**config.mk**
```make
export PLATFORM = sky130hd
export DESIGN_NAME = io_window_bridge
export DESIGN_NICKNAME = d
export VERILOG_FILES = /design/src/rtl/io_window_bridge.sv
export SDC_FILE = /design/constraint.sdc
export NUM_CORES = 1
export LEC_CHECK = 0
export BUFFER_PORTS_ARGS = -buffer_cell sky130_fd_sc_hd__buf_2
export CAP_MARGIN = 15
export CORE_ASPECT_RATIO = 1.75
export CORE_MARGIN = 1
export CORE_UTILIZATION = 41
export DETAILED_ROUTE_END_ITERATION = 8
export GPL_TIMING_DRIVEN = 0
export PLACE_DENSITY = 0.76
export REMOVE_ABC_BUFFERS = 1
export SLEW_MARGIN = 20
export SYNTH_ARGS = -nofsm -noshare
export SYNTH_HDL_FRONTEND = slang
export SYNTH_SLANG_ARGS = --single-unit
```
**constraint.sdc**
```tcl
create_clock -name clk -period 4.27 [get_ports clk]
set_clock_uncertainty 0.1 [all_clocks]
set_input_delay 0.6405 -clock clk [delete_from_list [all_inputs] [get_ports clk]]
set_output_delay 0.6405 -clock clk [all_outputs]
set_load 0.005 [all_outputs]
```
**src/rtl/io_window_bridge.sv**
```systemverilog
module io_window_bridge #(
  parameter int          ADDR_W     = 32,
  parameter int          DATA_W     = 32,
  parameter int          WIN_BITS   = 16,
  parameter int          PORT_W     = 16,
  parameter logic [31:0] WIN_BASE   = 32'h1400_0000,
  parameter bit          BIG_ENDIAN = 1'b1
) (
  input  logic              clk,
  input  logic              rst_n,
  input  logic              req_valid,
  output logic              req_ready,
  input  logic [ADDR_W-1:0] req_addr,
  input  logic              req_write,
  input  logic [1:0]        req_size,
  input  logic [DATA_W-1:0] req_wdata,
  output logic [DATA_W-1:0] rsp_rdata,
  output logic              io_sel,
  output logic              io_write,
  output logic [1:0]        io_width,
  output logic [PORT_W-1:0] io_addr,
  output logic [DATA_W-1:0] io_wdata,
  input  logic [DATA_W-1:0] io_rdata,
  input  logic              io_ack
);

  localparam int TAG_W = ADDR_W - WIN_BITS;
  localparam logic [TAG_W-1:0] WIN_TAG = WIN_BASE[ADDR_W-1:WIN_BITS];

  typedef enum logic [1:0] {S_IDLE, S_WAIT, S_DONE} state_t;
  state_t st;

  logic [PORT_W-1:0] addr_q;
  logic [1:0]        size_q;
  logic              wr_q;
  logic [DATA_W-1:0] wdata_q, rdata_q;
  logic              hit;

  function automatic logic [DATA_W-1:0] lane_fix(input logic [1:0] sz, input logic [DATA_W-1:0] d);
    logic [DATA_W-1:0] r;
    r = '0;
    case (sz)
      2'b00: r[7:0] = d[7:0];
      2'b01: r[15:0] = BIG_ENDIAN ? {d[7:0], d[15:8]} : d[15:0];
      default: r[31:0] = BIG_ENDIAN ? {d[7:0], d[15:8], d[23:16], d[31:24]} : d[31:0];
    endcase
    return r;
  endfunction

  assign hit = (req_addr[ADDR_W-1:WIN_BITS] == WIN_TAG) && (req_size != 2'b11);

  always_ff @(posedge clk or negedge rst_n) begin
    if (!rst_n) begin
      st      <= S_IDLE;
      addr_q  <= '0;
      size_q  <= 2'b00;
      wr_q    <= 1'b0;
      wdata_q <= '0;
      rdata_q <= '0;
    end else begin
      case (st)
        S_IDLE: if (req_valid && hit) begin
          addr_q  <= req_addr[PORT_W-1:0];
          size_q  <= req_size;
          wr_q    <= req_write;
          wdata_q <= lane_fix(req_size, req_wdata);
          st      <= S_WAIT;
        end
        S_WAIT: if (io_ack) begin
          rdata_q <= lane_fix(size_q, io_rdata);
          st      <= S_DONE;
        end
        default: st <= S_IDLE;
      endcase
    end
  end

  assign io_sel    = (st == S_WAIT);
  assign req_ready = (st == S_DONE);
  assign io_addr   = addr_q;
  assign io_width  = size_q;
  assign io_write  = wr_q;
  assign io_wdata  = wdata_q;
  assign rsp_rdata = rdata_q;

  AST_SEL_CLAIMED: assert property (@(posedge clk) disable iff (!rst_n)
    $rose(io_sel) |-> ($past(req_addr[ADDR_W-1:WIN_BITS]) == WIN_TAG) && ($past(req_size) != 2'b11));
  AST_PORT_ADDR: assert property (@(posedge clk) disable iff (!rst_n)
    $rose(io_sel) |-> io_addr == $past(req_addr[PORT_W-1:0]));
  AST_WIDTH_CODE: assert property (@(posedge clk) disable iff (!rst_n)
    $rose(io_sel) |-> io_width == $past(req_size));
  AST_SEL_HOLD: assert property (@(posedge clk) disable iff (!rst_n)
    io_sel && !io_ack |=> io_sel && $stable(io_addr) && $stable(io_wdata) && $stable(io_width) && $stable(io_write));
  AST_ACK_COMPLETES: assert property (@(posedge clk) disable iff (!rst_n)
    io_sel && io_ack |=> req_ready && !io_sel);
  AST_READY_PULSE: assert property (@(posedge clk) disable iff (!rst_n)
    req_ready |=> !req_ready && !io_sel);
  AST_ONE_OUTSTANDING: assert property (@(posedge clk) disable iff (!rst_n)
    !(io_sel && req_ready));
  AST_WRITE_FLAG: assert property (@(posedge clk) disable iff (!rst_n)
    $rose(io_sel) |-> io_write == $past(req_write));

endmodule

```
==> flow_summary.toml <==
[outcome]
outcome = "completed"

[detailed_routing]
routed.top_layer = "met4"
ant_nets = 0
initialDrtViolationCount = 136
first_pass_iters = 4
via_count = 3296
route.met3.wl_um = 524
m1WireLength_mm = 3.51
wl_per_cell_um = 13.7
viasPerCell = 4.90
totalWireLength_mm = 9.19
wl_met2_mm = 4.97
drc = 0

[synthesis]
syn_area_mm2 = 0.00385
yosysTopAreaCell = "dfrtp_1"
synth_enable_flop_cells = 0
ys_seq_area_share_pct = 55.2
avgSynthCellArea_um2 = 10.4
yosys_register_bits = 85
netlist_top_cells_area = "dfrtp_1 55%, mux2_2 9.6%, mux2i_1 8.3%, nand2_1 8.0%, o21ai_0 5.2%"
yosysMostFrequentCell = "dfrtp_1"
synthArstFlopShare_pct = 100
netlist_top_cells_count = "85 x dfrtp_1, 82 x nand2_1, 40 x o21ai_0"
yosysTopAreaCellShare_pct = 55.2
synth_ff_type = "dfrtp_1"
yosys_warnings = 0
synth.distinct_cells = 21
syn_inst = 369

[clock_network]
post_cts_buffers = 0
cts_root_buf = "clkbuf_16"
clk_path_buf_depth = 2
cts_hold_buffers = 0
cts_tree = "done"
clkSlewWorstSetupHoldPaths_ns = 0.06
clk-insertion-delay-late_ns = 0.32
cts_sinks = 85
post_cts_resized = 0
htreeDepth = 3
numCtsBuffers = 9

[global_routing]
grt_pass1_vias = 3256
overflow = 0
grt_max_degree = 54
grt_pass1_wl_mm = 13.9
grt_util_all_layers_pct = 18.6
antenna_found_initial = 0

[cells_and_area]
drive_above_1_share_pct = 44.1
final_util_pct = 57.3
layout.nets = 651
antenna_cells = 0
nFillCells = 810
area_growth_pct = 35.3

[die]
core_mm2 = 0.00909
dieArea_mm2 = 0.00980
rows = 46
ios = 188
die_w_um = 75.3
die_h_um = 130
start_util_pct = 42.4

[pwr]
p_leak_nw = 2.84
p_per_area_mw_per_mm2 = 329
irDropWorstVdd_mv = 0.199

[sta]
worst_slew_pin_slew_ns = 0.777
fin_crit_ns = 3.22
holdWs_ns = 0.173
maxSlewHeadroom_pct = 48.2
setup_viol = 0
setup_slack_ns = 1.05
fmax_mhz = 311
final_hold_viol_count = 0
post-route-period-util_pct = 75.4
finalSetupTns_ns = 0
slew_viol_final = 0
rsz0062_at_grt = "no"

[placement]
hpwl_mm = 6.89
routabilityCongestion = 0.769
io_buffer_count = 187
post-place-ws_ns = 0.690

[critical_path]
critPathMaxFanout = 13
critPathCaptureType = "register"
reg2reg_slack_ns = 1.05
start_kind = "register"
critPathArrivalTime_ns = 3.33
crit_required_ns = 4.38
critPathKind = "reg2reg"

[run]
maxCapViolCount = 0

[hold_path]
hp-class = "in2async"
-- worst max-delay path: stages, from the launching register on --
cell and delay (ns):
dfrtp_1 0.40, or4_1 0.58, a2111oi_4 0.59, buf_6 0.23, buf_6 0.15, buf_4 0.21, buf_4 0.23, buf_4 0.24
mux2_2 0.36
-- logic make-up after synthesis --
kind of cell	after synthesis	synth area share, %
AND/OR/NAND/NOR	107	11.0
flip-flops	85	55.2
multiplexers	67	18.6
AO/OA/AOI/OAI	66	10.0
buffers and inverters	44	5.17
-- worst paths after layout --
path | cells past startpoint | start | to
hold / removal | 1 | rst_n | io_wdata[25]$_DFFE_PN0P_
hold reg to reg | 2 | rsp_rdata[6]$_DFFE_PN0P_ | rsp_rdata[6]$_DFFE_PN0P_
max in group asynchronous | 2 | rst_n | rsp_rdata[12]$_DFFE_PN0P_
setup / recovery | 8 | st[1]$_DFFE_PN0P_ | io_addr[3]$_DFFE_PN0P_
setup reg to reg | 8 | st[1]$_DFFE_PN0P_ | io_addr[3]$_DFFE_PN0P_
min in group clk | 2 | rsp_rdata[6]$_DFFE_PN0P_ | rsp_rdata[6]$_DFFE_PN0P_
-- layer usage --
metal / vias to the layer above / track usage [%]
met3: 17 / 4.86
met4: 0 / 8.39
met1: 1567 / 18.6
met5: - / 0
met2: 120 / 34.9
li1: 1592 / -
-- registers in the layout, indices dropped and copies added (netlist names) --
register	flops
io_addr	16
io_wdata	32
io_width	2
io_write	1
rsp_rdata	32
st	2
-- cells in the final DEF (no fill, tap or decap), types with 3 or more instances in the layout --
master,instances
buf_2,186
dfrtp_1,84
nand2_1,81
o21ai_0,40
mux2_2,33
mux2i_1,32
inv_1,18
nor2_1,17
a21oi_1,16
clkbuf_16,9
a22o_1,8
buf_4,4
nor2b_1,3
clkinv_2,3
-- where the power goes --
group          total, mW  internal [mW]  switching (mW)
Combinational      0.108         0.0522          0.0557
Clock              0.802          0.509           0.293
Sequential         0.806          0.806        0.000129
Total               1.72           1.37           0.349
-- metrics by stage --
step,instance area (µm²),cells,total power [mW]
floorplan,3720,343,0.846
global placement,4810,650,0.923
detailed placement,4900,657,0.930
CTS,5210,673,1.74
global route,5210,673,1.78
finish,5210,673,1.72
-- layout make-up --
type                       instances  area [µm²]  area share, %
multi-input combinational        240        1530           29.3
timing repair buffer             194        1030           19.8
clock inverter                     5        75.1           1.44
inverter                          18        67.6           1.30
clock buffer                      11         233           4.46
tap                              120         150           2.88
sequential                        85        2130           40.8
(Power assumes the default switching activity.)
